**config.mk**
```make
export PLATFORM = sky130hd
export DESIGN_NAME = vliw_dispatch
export DESIGN_NICKNAME = d
export VERILOG_FILES = /design/src/rtl/vdisp_pkg.sv /design/src/rtl/vd_tmpl_decode.sv /design/src/rtl/vd_slot_router.sv /design/src/rtl/vd_port_reg.sv /design/src/rtl/vliw_dispatch.sv
export SDC_FILE = /design/constraint.sdc
export NUM_CORES = 1
export LEC_CHECK = 0
export BUFFER_PORTS_ARGS = -buffer_cell sky130_fd_sc_hd__clkbuf_2
export CAP_MARGIN = 10
export CORE_MARGIN = 5
export CORE_UTILIZATION = 35
export CTS_CLUSTER_DIAMETER = 30
export CTS_CLUSTER_SIZE = 24
export DETAILED_ROUTE_END_ITERATION = 10
export HOLD_SLACK_MARGIN = 0.12
export PLACE_DENSITY_LB_ADDON = 0.25
export SYNTH_ARGS = -nofsm -noshare
export SYNTH_HDL_FRONTEND = slang
export SYNTH_SLANG_ARGS = --single-unit
```
**constraint.sdc**
```tcl
create_clock -name clk -period 7.1 [get_ports clk]
set_clock_uncertainty 0.1 [all_clocks]
set_input_delay 0.355 -clock clk [delete_from_list [all_inputs] [get_ports clk]]
set_output_delay 0.355 -clock clk [all_outputs]
set_load 0.02 [all_outputs]
```
**src/rtl/vdisp_pkg.sv**
```systemverilog
package vdisp_pkg;
  localparam int NSLOT  = 3;
  localparam int NPORT  = 5;
  localparam int SIDX_W = 2;

  typedef enum logic [1:0] {K_I = 2'd0, K_M = 2'd1, K_F = 2'd2, K_B = 2'd3} kind_e;

  localparam int P_IA = 0;
  localparam int P_IB = 1;
  localparam int P_M  = 2;
  localparam int P_F  = 3;
  localparam int P_B  = 4;
endpackage

```
**src/rtl/vd_tmpl_decode.sv**
```systemverilog
module vd_tmpl_decode
  import vdisp_pkg::*;
#(
  parameter int TMPL_W = 5
) (
  input  logic [TMPL_W-1:0]  tmpl,
  output logic               legal,
  output kind_e [NSLOT-1:0]  kinds
);
  always_comb begin
    legal    = 1'b1;
    kinds[0] = K_I;
    kinds[1] = K_I;
    kinds[2] = K_I;
    case (int'(tmpl))
      0:  begin kinds[0] = K_M; kinds[1] = K_I; kinds[2] = K_I; end
      1:  begin kinds[0] = K_M; kinds[1] = K_I; kinds[2] = K_B; end
      2:  begin kinds[0] = K_M; kinds[1] = K_F; kinds[2] = K_I; end
      3:  begin kinds[0] = K_M; kinds[1] = K_I; kinds[2] = K_F; end
      4:  begin kinds[0] = K_I; kinds[1] = K_I; kinds[2] = K_B; end
      5:  begin kinds[0] = K_I; kinds[1] = K_F; kinds[2] = K_B; end
      6:  begin kinds[0] = K_I; kinds[1] = K_I; kinds[2] = K_F; end
      8:  begin kinds[0] = K_I; kinds[1] = K_M; kinds[2] = K_F; end
      29: begin kinds[0] = K_M; kinds[1] = K_F; kinds[2] = K_B; end
      default: legal = 1'b0;
    endcase
  end
endmodule

```
**src/rtl/vd_slot_router.sv**
```systemverilog
module vd_slot_router
  import vdisp_pkg::*;
(
  input  logic                          legal,
  input  kind_e [NSLOT-1:0]             kinds,
  output logic  [NPORT-1:0]             tgt,
  output logic  [NPORT-1:0][SIDX_W-1:0] sel
);
  logic int_used;

  always_comb begin
    tgt      = '0;
    sel      = '0;
    int_used = 1'b0;
    for (int s = 0; s < NSLOT; s++) begin
      case (kinds[s])
        K_I: begin
          if (!int_used) begin
            tgt[P_IA] = 1'b1;
            sel[P_IA] = SIDX_W'(s);
            int_used  = 1'b1;
          end else begin
            tgt[P_IB] = 1'b1;
            sel[P_IB] = SIDX_W'(s);
          end
        end
        K_M: begin tgt[P_M] = 1'b1; sel[P_M] = SIDX_W'(s); end
        K_F: begin tgt[P_F] = 1'b1; sel[P_F] = SIDX_W'(s); end
        default: begin tgt[P_B] = 1'b1; sel[P_B] = SIDX_W'(s); end
      endcase
    end
    if (!legal) tgt = '0;
  end
endmodule

```
**src/rtl/vd_port_reg.sv**
```systemverilog
module vd_port_reg #(
  parameter int DW = 43
) (
  input  logic          clk,
  input  logic          rst,
  input  logic          load,
  input  logic [DW-1:0] d,
  input  logic          ready,
  output logic          valid,
  output logic [DW-1:0] q,
  output logic          can_take
);
  assign can_take = !valid || ready;

  always_ff @(posedge clk) begin
    if (rst)        valid <= 1'b0;
    else if (load)  valid <= 1'b1;
    else if (ready) valid <= 1'b0;
  end

  always_ff @(posedge clk) begin
    if (load) q <= d;
  end

  // a stalled output keeps its valid and payload
  a_r4_hold_stalled: assert property (@(posedge clk) disable iff (rst)
    valid && !ready |=> valid && $stable(q));
endmodule

```
**src/rtl/vliw_dispatch.sv**
```systemverilog
module vliw_dispatch
  import vdisp_pkg::*;
#(
  parameter int SLOT_W = 41,
  parameter int TMPL_W = 5,
  localparam int BUNDLE_W = NSLOT * SLOT_W + TMPL_W,
  localparam int DW = SIDX_W + SLOT_W
) (
  input  logic                      clk,
  input  logic                      rst,
  input  logic                      in_valid,
  output logic                      in_ready,
  input  logic [BUNDLE_W-1:0]       in_bundle,
  output logic [NPORT-1:0]          out_valid,
  input  logic [NPORT-1:0]          out_ready,
  output logic [NPORT*SLOT_W-1:0]   out_insn,
  output logic [NPORT*SIDX_W-1:0]   out_slot,
  output logic                      err_tmpl
);
  logic [SLOT_W-1:0]             slot_w [NSLOT];
  logic                          legal;
  kind_e [NSLOT-1:0]             kinds;
  logic [NPORT-1:0]              tgt;
  logic [NPORT-1:0][SIDX_W-1:0]  sel;
  logic [NPORT-1:0]              can_take;
  logic                          fire;

  for (genvar s = 0; s < NSLOT; s++) begin : g_slot
    assign slot_w[s] = in_bundle[BUNDLE_W-1-s*SLOT_W -: SLOT_W];
  end

  vd_tmpl_decode #(.TMPL_W(TMPL_W)) u_dec (
    .tmpl  (in_bundle[TMPL_W-1:0]),
    .legal (legal),
    .kinds (kinds)
  );

  vd_slot_router u_route (
    .legal (legal),
    .kinds (kinds),
    .tgt   (tgt),
    .sel   (sel)
  );

  assign in_ready = !legal || ((can_take | ~tgt) == {NPORT{1'b1}});
  assign fire     = in_valid && in_ready;

  for (genvar p = 0; p < NPORT; p++) begin : g_port
    logic [DW-1:0] q;
    vd_port_reg #(.DW(DW)) u_preg (
      .clk      (clk),
      .rst      (rst),
      .load     (fire && tgt[p]),
      .d        ({sel[p], slot_w[sel[p]]}),
      .ready    (out_ready[p]),
      .valid    (out_valid[p]),
      .q        (q),
      .can_take (can_take[p])
    );
    assign out_insn[p*SLOT_W +: SLOT_W] = q[SLOT_W-1:0];
    assign out_slot[p*SIDX_W +: SIDX_W] = q[DW-1:SLOT_W];
  end

  always_ff @(posedge clk) begin
    if (rst) err_tmpl <= 1'b0;
    else     err_tmpl <= in_valid && !legal;
  end

  // every offered legal bundle maps its three slots onto three distinct ports
  a_r2_three_targets: assert property (@(posedge clk) disable iff (rst)
    in_valid && legal |-> $countones(tgt) == NSLOT);

  // a taken legal bundle leaves every targeted port holding an item
  a_r3_whole_issue: assert property (@(posedge clk) disable iff (rst)
    in_valid && in_ready && legal |=> (out_valid & $past(tgt)) == $past(tgt));

  // a reserved bundle loads no port
  a_r5_drop_no_load: assert property (@(posedge clk) disable iff (rst)
    in_valid && !legal |=> out_valid == ($past(out_valid) & ~$past(out_ready)));

  // reset leaves outputs idle
  a_r7_reset_clear: assert property (@(posedge clk) disable iff (rst)
    $past(rst) |-> out_valid == '0 && !err_tmpl);
endmodule

```
# ---- Word-level counts from Yosys, hierarchy flattened
# Index checks and enable logic that the tools add are counted.
dict set report classes {
  order_cmp 5
  n_eq_ne 15
  n_mux 58
  bitwise 7
  reduce_logical 32
}
# operator count
set ops {}
lappend ops {{$bmux W41 S2} 5}
lappend ops {{$mux W41} 10}
lappend ops {{$pmux W6 S9} 1}
lappend ops {{$mux W1} 32}
lappend ops {{$eq A5 B3 Y1 const B} 3}
lappend ops {{$ge A3 B3 Y1 const B} 5}
lappend ops {{$not A2 Y3} 5}
lappend ops {{$mux W2} 7}
lappend ops {{$eq A5 B2 Y1 const B} 2}
lappend ops {{$eq A5 B5 Y1 const B} 2}
lappend ops {{$reduce_bool A2 Y1} 5}
lappend ops {{$reduce_or A3 Y1} 3}
lappend ops {{$reduce_or A9 Y1} 1}
lappend ops {{$logic_and A1 B1 Y1} 7}
lappend ops {{$eq A2 B1 Y1 const B} 3}
lappend ops {{$eq A2 B2 Y1 const B} 3}
lappend ops {{$logic_not A1 Y1} 6}
lappend ops {{$logic_not A2 Y1} 3}
lappend ops {{$logic_or A1 B1 Y1} 6}
lappend ops {{$eq A5 B1 Y1 const B} 1}
lappend ops {{$eq A5 B4 Y1 const B} 1}
lappend ops {{$logic_not A5 Y1} 1}
lappend ops {{$mux W5} 1}
lappend ops {{$not A5 Y5} 1}
lappend ops {{3 further kinds} 3}
dict set report totals {
  regBits 221
  input_bits 136
  out_inout_bits 222
  word_cells 128
}

# ---- Depth between registers and ports, before layout
# Gate-level depths: netlist of the first run.
dict set report logic_depth {
  ltp_word 16
  mapped_depth 9
  ltp_nobuf 6
}

# ---- Cells and area by module
# From an unflattened synthesis of the first run, not the netlist that was laid out.
dict set report unflattened {
  hier_cells 1010
  area_unflattened_um2 11960.2
}
# module instances cells_per_inst area_each_um2 seq_area_each_um2
set by_module_without_submodules {}
lappend by_module_without_submodules {vd_port_reg 5 47 1337.5 1311.3}
lappend by_module_without_submodules {vliw_dispatch 1 715 4852.2 20.0}
lappend by_module_without_submodules {vd_tmpl_decode 1 31 214.0 0.0}
lappend by_module_without_submodules {vd_slot_router 1 29 206.4 0.0}

# ---- Worst setup path after synthesis of the first run
# OpenSTA, ideal clock, no wires.
dict set report synth_path {
  kind {in2reg}
  from {in in_bundle[2]}
  to {reg g_port[1].u_preg.q[0] (enable)}
  t_arrival_ps 4660
  required_ps 6494
  setup_slack_ps 1834
  stages 7
  n_path_buf 2
  cell_sequence {buf_2 > buf_6 > o211ai_1 > o22ai_1 > a221oi_4 > a21boi_2 > nor3b_1}
}
dict set report synth_via {
  elab_chain_cells 15
  elab_cells_between_ends 50
  cone_classes {eq/ne (15); mux (21); bitwise (2); reduce/logical (12)}
}
# element line_no
set synth_lines {}
lappend synth_lines {{start, declared} vliw_dispatch.sv:13} ;# input logic [BUNDLE_W-1:0] in_bundle,
lappend synth_lines {{$eq A5 B5 Y1, or another cell as far along} vd_tmpl_decode.sv:15} ;# case (int'(tmpl))
lappend synth_lines {{$pmux W6 S9} vd_tmpl_decode.sv:15}
lappend synth_lines {{$logic_not A2 Y1} vd_slot_router.sv:16} ;# case (kinds[s])
lappend synth_lines {{$mux W1} vd_slot_router.sv:16}
lappend synth_lines {{$mux W1} vd_slot_router.sv:18} ;# if (!int_used) begin
lappend synth_lines {{$mux W2} vd_slot_router.sv:16}
lappend synth_lines {{$mux W1} vd_slot_router.sv:18}
lappend synth_lines {{$mux W2} vd_slot_router.sv:16}
lappend synth_lines {{$mux W5} vd_slot_router.sv:32} ;# if (!legal) tgt = '0;
lappend synth_lines {{$not A5 Y5} vliw_dispatch.sv:45} ;# assign in_ready = !legal || ((can_take | ~tgt) == {NPORT{1'b1}});
lappend synth_lines {{$or A5 B5 Y5} vliw_dispatch.sv:45}
lappend synth_lines {{$eq A5 B5 Y1} vliw_dispatch.sv:45}
lappend synth_lines {{$logic_or A1 B1 Y1} vliw_dispatch.sv:45}
lappend synth_lines {{$logic_and A1 B1 Y1} vliw_dispatch.sv:46} ;# assign fire = in_valid && in_ready;
lappend synth_lines {{$logic_and A1 B1 Y1 *} vliw_dispatch.sv:53} ;# .load (fire && tgt[p]),
lappend synth_lines {{named net g_port[1].u_preg.load} vd_port_reg.sv:6} ;# input logic load,
lappend synth_lines {{end signal, assigned} vd_port_reg.sv:22} ;# if (load) q <= d;
lappend synth_lines {{end, declared} vd_port_reg.sv:10} ;# output logic [DW-1:0] q,
# The timed path passes the listed nets; every way through them passes the cells marked *.
# A chain may end at the register's enable or synchronous reset.

# ---- Worst setup path in the final report of the first run
dict set report layout_path {
  from {in in_bundle[2]}
  to {reg g_port[2].u_preg.q[8] (enable)}
}
dict set report layout_via {
  elab_chain_cells 15
  elab_cells_between_ends 50
  cone_classes {eq/ne (15); mux (21); bitwise (2); reduce/logical (12)}
}
# element line_no
set layout_lines {}
lappend layout_lines {{$eq A5 B5 Y1, or another cell as far along} vd_tmpl_decode.sv:15}
lappend layout_lines {{$pmux W6 S9} vd_tmpl_decode.sv:15}
lappend layout_lines {{$logic_not A2 Y1} vd_slot_router.sv:16}
lappend layout_lines {{$mux W1} vd_slot_router.sv:16}
lappend layout_lines {{$mux W1} vd_slot_router.sv:18}
lappend layout_lines {{$mux W2} vd_slot_router.sv:16}
lappend layout_lines {{$mux W1} vd_slot_router.sv:18}
lappend layout_lines {{$mux W2} vd_slot_router.sv:16}
lappend layout_lines {{$mux W5} vd_slot_router.sv:32}
lappend layout_lines {{$not A5 Y5} vliw_dispatch.sv:45}
lappend layout_lines {{$or A5 B5 Y5} vliw_dispatch.sv:45}
lappend layout_lines {{$eq A5 B5 Y1} vliw_dispatch.sv:45}
lappend layout_lines {{$logic_or A1 B1 Y1} vliw_dispatch.sv:45}
lappend layout_lines {{$logic_and A1 B1 Y1} vliw_dispatch.sv:46}
lappend layout_lines {{$logic_and A1 B1 Y1 *} vliw_dispatch.sv:53}
lappend layout_lines {{named net g_port[2].u_preg.load} vd_port_reg.sv:6}
lappend layout_lines {{end signal, assigned} vd_port_reg.sv:22}
lappend layout_lines {{end, declared} vd_port_reg.sv:10}
# Marked as above.

==> flow_summary.json, run 1 <==
{
  "crit_family": "compound AO/OA/AOI/OAI gates",
  "seqPwrFrac": 0.335,
  "grt_usage": 0.2025,
  "critical_path.endpoint_type": "flop",
  "gp_congestion": 0.8002,
  "power_density_nw_per_um2": 283.1,
  "p_int_mw": 3.495,
  "p_comb_frac": 0.102,
  "p_leak_nw": 6.768,
  "dp_worst_setup_slack_ns": 2.936,
  "worstPathCellList": "clkbuf_2 > nor4b_1 > a311oi_1 > a21o_2 > nand2b_4 > a21boi_2 > nor2_4 > buf_4",
  "path_buf_inv": 2,
  "first_pass_iters": 9,
  "maxCapViolations": 0,
  "setup_viol": 0,
  "synth.distinct_cells": 45,
  "worstPathArrival_ns": 3.66,
  "cts_root_buf": "clkbuf_16",
  "worst_pin_slew_ns": 1.107,
  "syn_avg_cell_area_sq_um": 13.59,
  "first_iter_violations": 731,
  "worstPathRequired_ns": 7.18,
  "grt_max_degree": 84,
  "hpwl_um": 21800,
  "relSlewSlack": 0.2623,
  "dieWidth_um": 183.2,
  "setup_tns_ns": 0,
  "switchingPower_mw": 1.032,
  "layout.nets": 1426,
  "rsz0062_at_grt": "false",
  "die_h_um": 183.2,
  "fin_crit_ns": 3.579,
  "htree_levels": 2,
  "clock_latency_ns": 0.54,
  "final_area_sq_um": 15990,
  "drive_gt1_frac": 0.4109,
  "slew_violations": 0,
  "clockBufferDepth": 3,
  "hold_violations": 0,
  "drc_errors": 0,
  "min_path_cells": 4,
  "hp-start": "out_ready[4]",
  "grt_pass1_vias": 9172,
  "critPathMaxStageDelay_ns": 0.88,
  "avgViaCountPerCell": 5.049,
  "status": "finished, final reports clean",
  "antenna_found_initial": 1,
  "r2r_slack_ns": 4.31,
  "ys_warn_count": 0,
  "dpl_cell_area_sq_um": 12540,
  "path_max_fanout": 44,
  "place_inst": 1470,
  "grt-ovfl-total": 0,
  "synthFlopType": "edfxtp_1",
  "criticalPathCategory": "in2reg",
  "grt_first_pass_wirelength_um": 52940,
  "yosysSeqAreaShare": 0.6260,
  "min-delay-path-class": "in2reg",
  "row_count": 63,
  "synth_edf_count": 215,
  "reg2reg_from": "g_port[1].u_preg.valid",
  "area_growth_pct": 52.19,
  "critPathLaunchType": "primary input",
  "clkSlewWorstSetupHoldPaths_ns": 0.04,
  "vias": 8719,
  "ant_nets": 0,
  "fin_cells": 1727,
  "ys_ff_latch": 221,
  "rr_endpoint": "g_port[2].u_preg.q[8]",
  "cts_tree": "built",
  "cts_made_buffers": 56,
  "whs_endpoint": "g_port[4].u_preg.valid",
  "fmax_mhz": 279.4,
  "vdd_ir_drop_max_uv": 174.9,
  "wirelength_um": 35670,
  "clockPowerShare": 0.563,
  "worst_slack_ns": 3.521,
  "cpMaxStageDelayCell": "a21o_2",
  "synthCells": 773,
  "port_buffers": 357,
  "p_sw_frac": 0.2280,
  "whs_ns": 0.1537,
  "clock_sinks": 221,
  "r2r_cells": 6,
  "start_util": 0.3544,
  "io_pins": 358,
  "syn-cell-area_sq_um": 10510,
  "wire_per_inst_um": 20.65,
  "finalCritPeriodShare": 0.5041,
  "synthArstFlopShare": 0,
  "coreArea_sq_um": 29640,
  "fp.dieArea_sq_um": 33580
}
## tightest hold or removal path, cell delays in order
cell	delay, ns
clkbuf_2	0.09
nor2b_1	0.07
a41oi_1	0.17
nor2_1	0.06
## flip-flops by register name, indices dropped and copies added, names as in the netlist
name	flops
g_port.u_preg.q	215
err_tmpl	1
g_port.u_preg.valid	5
## timing repair
item | 4_1_cts | 5_1_grt
hold endpoints to repair | 211 | 0
resized for setup | 0 | 0
hold buffers | 152 | 0
buffers inserted | 0 | 0
## area by class of cell
class / count / area [sq um]
multi-input cells: 445 / 3437
flip-flops and latches: 221 / 6576
repair buffers: 520 / 3391
fillers: 2555 / 13650
diodes: 1 / 2.502
clock inverters: 37 / 435.4
clock buffers: 67 / 1485
well taps: 390 / 488.0
inverters: 46 / 172.7
## synthesized netlist by cell type (2+ instances only)
master | count | share of area
edfxtp_1 | 215 | 0.61
nand2_1 | 91 | 0.033
mux2i_1 | 82 | 0.078
mux2_2 | 71 | 0.076
o21ai_0 | 70 | 0.033
inv_1 | 45 | 0.016
a222oi_1 | 41 | 0.039
buf_2 | 27 | 0.013
o21ai_1 | 17 | 0.0081
buf_4 | 13 | 0.0093
clkbuf_1 | 12 | 0.0043
mux2_1 | 11 | 0.012
buf_6 | 10 | 0.011
a21oi_1 | 7 | 0.0033
dfxtp_1 | 6 | 0.011
nor2_1 | 6 | 0.0021
nand2b_1 | 5 | 0.0030
nor3b_1 | 4 | 0.0029
nand3_1 | 3 | 0.0014
nor2b_1 | 3 | 0.0018
nor3_1 | 3 | 0.0014
o22ai_1 | 3 | 0.0018
and3_1 | 2 | 0.0012
nand2_2 | 2 | 0.0012
o211ai_1 | 2 | 0.0014
o22a_1 | 2 | 0.0017
or3_1 | 2 | 0.0012
## cells by family (layout without fill, tap and decap cells)
kind of cell | count (synthesis) | in the layout | share of synthesized area
and+or+nand+nor | 128 | 128 | 0.05455
AOI/OAI and AO/OA | 150 | 150 | 0.09862
DFF | 221 | 221 | 0.6260
muxes | 164 | 164 | 0.1660
other | 1 | 3 | 0.0003570
xor gates and xnor gates | 1 | 1 | 0.0008339
buffers and inverters | 108 | 670 | 0.05360
## how the worst max path moves through the flow
stage / start / endpoint / depth (start not counted)
2_1_floorplan: in_bundle[2] / g_port[1].u_preg.q[0] / 7
3_3_place_gp: in_bundle[4] / g_port[2].u_preg.q[5] / 8
3_5_place_dp: in_bundle[3] / g_port[2].u_preg.q[8] / 8
4_1_cts: in_bundle[3] / g_port[2].u_preg.q[8] / 8
5_1_grt: in_bundle[3] / g_port[2].u_preg.q[8] / 8
6_report: in_bundle[2] / g_port[2].u_preg.q[8] / 8
## cells in the final DEF, fill, tap and decap left out, drive strengths merged, types with 23 or more instances in the layout
cell type	Yosys	routed
inv	46	46
clkbuf	12	424
edfxtp	215	215
nand2	93	93
dlygate4sd3	0	152
o21ai	87	87
a222oi	41	41
mux2	82	82
clkinv	0	23
mux2i	82	82
## stage by stage
stage                     total power [mW]  utilization
after global routing                 4.683       0.5394
after floorplan                      1.766            -
final                                4.527       0.5394
after CTS                            4.558       0.5393
after detailed placement             1.922       0.4232
after global placement               1.915       0.4232
## layer usage
metal	up-vias	global-route usage	routed length, um
li1	4012	-	-
met1	4250	0.2566	14890
met2	392	0.3403	17120
met3	65	0.04899	2558
met4	0	0.07122	1104
met5	-	0	0
## power groups by stage
| stage | logic (mW) | clock network (mW) | registers (mW) |
|---|---|---|---|
| 6_report | 0.461 | 2.55 | 1.52 |
| 5_1_grt | 0.499 | 2.67 | 1.52 |
| 4_1_cts | 0.459 | 2.58 | 1.52 |
| 3_5_place_dp | 0.385 | 0 | 1.54 |
| 3_3_place_gp | 0.378 | 0 | 1.54 |
| 2_1_floorplan | 0.180 | 0 | 1.59 |
Note: power is estimated with default switching activity, not from simulation.
==> run 2, diff against run 1 <==
- ABC_AREA: unset -> 1
- clock period: 7.1 -> 3 ns (I/O delays scaled with it)
==> run 2 against run 1 <==
  * Largest power group unchanged
  * Power is 140% higher
  * Die area is 1.1% lower
  * Sequential share of layout area is 1.6 points lower
  * Non-clock buffer count is 75 higher
  * Final area is 4.1% higher
  * Synthesized cell count is 29% higher
  * Combinational power grew to 2.7 times the previous value
  * Critical path depth is 4 higher
  * Sequential power is 140% higher
==> flow_summary.json, run 2 <==
{
  "layout.nets": 1716,
  "gp_congestion": 0.8424,
  "dieWidth_um": 182.3,
  "start_util": 0.3523,
  "clockBufferDepth": 3,
  "rsz0062_at_grt": "false",
  "drc_errors": 0,
  "fp.dieArea_sq_um": 33220,
  "fin_crit_ns": 2.853,
  "grt_usage": 0.2139,
  "ys_top_cells_by_area": "edfxtp_1, nand2_1, o21ai_0, o211ai_1, inv_1",
  "synthArstFlopShare": 0,
  "setup_tns_ns": 0,
  "dpl_cell_area_sq_um": 12580,
  "power_density_nw_per_um2": 644.1,
  "cts_tree": "built",
  "path_max_fanout": 27,
  "ys_warn_count": 0,
  "syn_avg_cell_area_sq_um": 10.43,
  "worst_pin_slew_ns": 0.8864,
  "p_leak_nw": 7.075,
  "ys_ff_latch": 221,
  "largest-register": "g_port.u_preg.q",
  "rr_endpoint": "g_port[4].u_preg.valid",
  "drive_gt1_frac": 0.2999,
  "synth_edf_count": 215,
  "yosysSeqAreaShare": 0.6332,
  "syn-cell-area_sq_um": 10390,
  "first_iter_violations": 760,
  "synth_common_cells": "nand2_1, edfxtp_1, inv_1",
  "coreArea_sq_um": 29480,
  "synth_top_cell_by_area": "edfxtp_1",
  "relSlewSlack": 0.4091,
  "largest_reg_flops": 215,
  "hold_violations": 0,
  "status": "finished, final reports clean",
  "antenna_found_initial": 2,
  "clock_sinks": 221,
  "critical_path.endpoint_type": "flop",
  "area_growth_pct": 60.19,
  "vdd_ir_drop_max_uv": 568.8,
  "clkSlewWorstSetupHoldPaths_ns": 0.04,
  "avgViaCountPerCell": 4.962,
  "row_count": 63,
  "min-delay-path-class": "in2reg",
  "hpwl_um": 23190,
  "grt_first_pass_wirelength_um": 56140,
  "grt_max_degree": 84,
  "synthCells": 996,
  "io_pins": 358,
  "port_buffers": 357,
  "worstPathArrival_ns": 3.03,
  "maxCapViolations": 0,
  "clock_latency_ns": 0.54,
  "cts_setup_buffers": 0,
  "layout_commonest_cell": "clkbuf_2",
  "r2r_cells": 8,
  "grt_pass1_vias": 9975,
  "vias": 10019,
  "die_h_um": 182.3,
  "r2r_slack_ns": 1.15,
  "slew_violations": 0,
  "first_pass_iters": 6,
  "layout_common_cells": "clkbuf_2, nand2_1, dlygate4sd3_1",
  "yosysMostFrequentCell": "nand2_1",
  "reg2reg_from": "g_port[0].u_preg.valid",
  "cts_made_buffers": 56,
  "wirelength_um": 37180,
  "cp-endpoint": "g_port[3].u_preg.q[12]",
  "ant_nets": 0,
  "p_total_mw": 10.72,
  "cts_root_buf": "clkbuf_16",
  "synth.distinct_cells": 28,
  "worstPathRequired_ns": 3.18,
  "finalCritPeriodShare": 0.9510,
  "fmax_mhz": 350.5,
  "reg.largest.list": "g_port.u_preg.q: 215 flops, g_port.u_preg.valid: 5 flops, err_tmpl: 1 flops",
  "grt-ovfl-total": 0,
  "htree_levels": 2,
  "startpoint": "in_bundle[1]",
  "setup_viol": 0,
  "synthFlopType": "edfxtp_1",
  "critPathLaunchType": "primary input",
  "final_area_sq_um": 16640,
  "synth_top_area_frac": 0.6216,
  "criticalPathCategory": "in2reg",
  "wire_per_inst_um": 18.41
}
## run 2: per-layer routing
layer | track usage | vias up | wire (um)
li1 | - | 4729 | -
met1 | 0.2706 | 4711 | 15170
met2 | 0.3645 | 508 | 17900
met3 | 0.04903 | 71 | 2976
met4 | 0.06905 | 0 | 1126
met5 | 0 | - | 0
## run 2: kinds of logic (layout without fill, tap and decap cells)
group                  after synthesis  after routing  synth area share
AO/OA/AOI/OAI                      296            296            0.1779
flip-flops                         221            221            0.6332
buffers and inverters              220            850           0.08842
other                                1              4         0.0003611
AND/OR/NAND/NOR                    258            258            0.1001
## run 2: where the power goes
part / switching (mW) / total [mW] / internal, mW
registers: 0.0298 / 3.58 / 3.55
logic: 0.707 / 1.26 / 0.550
clock network: 1.86 / 5.88 / 4.02
total: 2.60 / 10.7 / 8.12
## run 2: worst max-delay path: stages
cell           delay [ns]
dlygate4sd3_1        0.53
clkbuf_2             0.12
inv_1                0.07
nor2_1               0.21
nand3_1              0.16
nand3_1              0.15
nand3_2              0.12
nand2_2              0.09
buf_4                0.25
buf_6                0.35
o221ai_1             0.18
dlygate4sd3_1        0.61
## run 2: worst min path at each step
stage | start | to | slack [ns] | cells after the start
global route | in_bundle[4] | g_port[1].u_preg.q[42] | 0.22 | 4
floorplan | rst | g_port[0].u_preg.valid | 0.12 | 1
detailed placement | rst | g_port[4].u_preg.valid | 0.32 | 2
CTS | in_bundle[4] | g_port[2].u_preg.q[40] | 0.13 | 5
finish | out_ready[4] | g_port[0].u_preg.valid | 0.18 | 7
global placement | rst | g_port[2].u_preg.valid | 0.32 | 2
## run 2: layout make-up
| type | instances | area, sq um |
|---|---|---|
| Fill cell | 2486 | 12840 |
| Sequential cell | 221 | 6576 |
| Timing Repair Buffer | 595 | 4199 |
| Multi-Input combinational cell | 556 | 2932 |
| Clock buffer | 66 | 1439 |
| Inverter | 150 | 564.3 |
| Tap cell | 390 | 488.0 |
| Clock inverter | 39 | 434.2 |
| Antenna cell | 2 | 5.005 |
## run 2: what timing repair did
action                                  CTS  global route
resized for setup                         0             2
endpoints found under the setup margin    0            50
hold buffers                            217             0
hold endpoints to repair                211             0
## run 2: metrics by stage
step / hold WS, ns / setup slack [ns] / cells / utilization
after global placement: 0.3244 / 0.6321 / 1695 / 0.4267
final: 0.1809 / 0.1471 / 2019 / 0.5643
after floorplan: 0.1191 / 0.4406 / 997 / -
after detailed placement: 0.3152 / 0.5476 / 1695 / 0.4267
after CTS: 0.1340 / 0.2030 / 2017 / 0.5639
after global routing: 0.2187 / 0.0007632 / 2019 / 0.5643
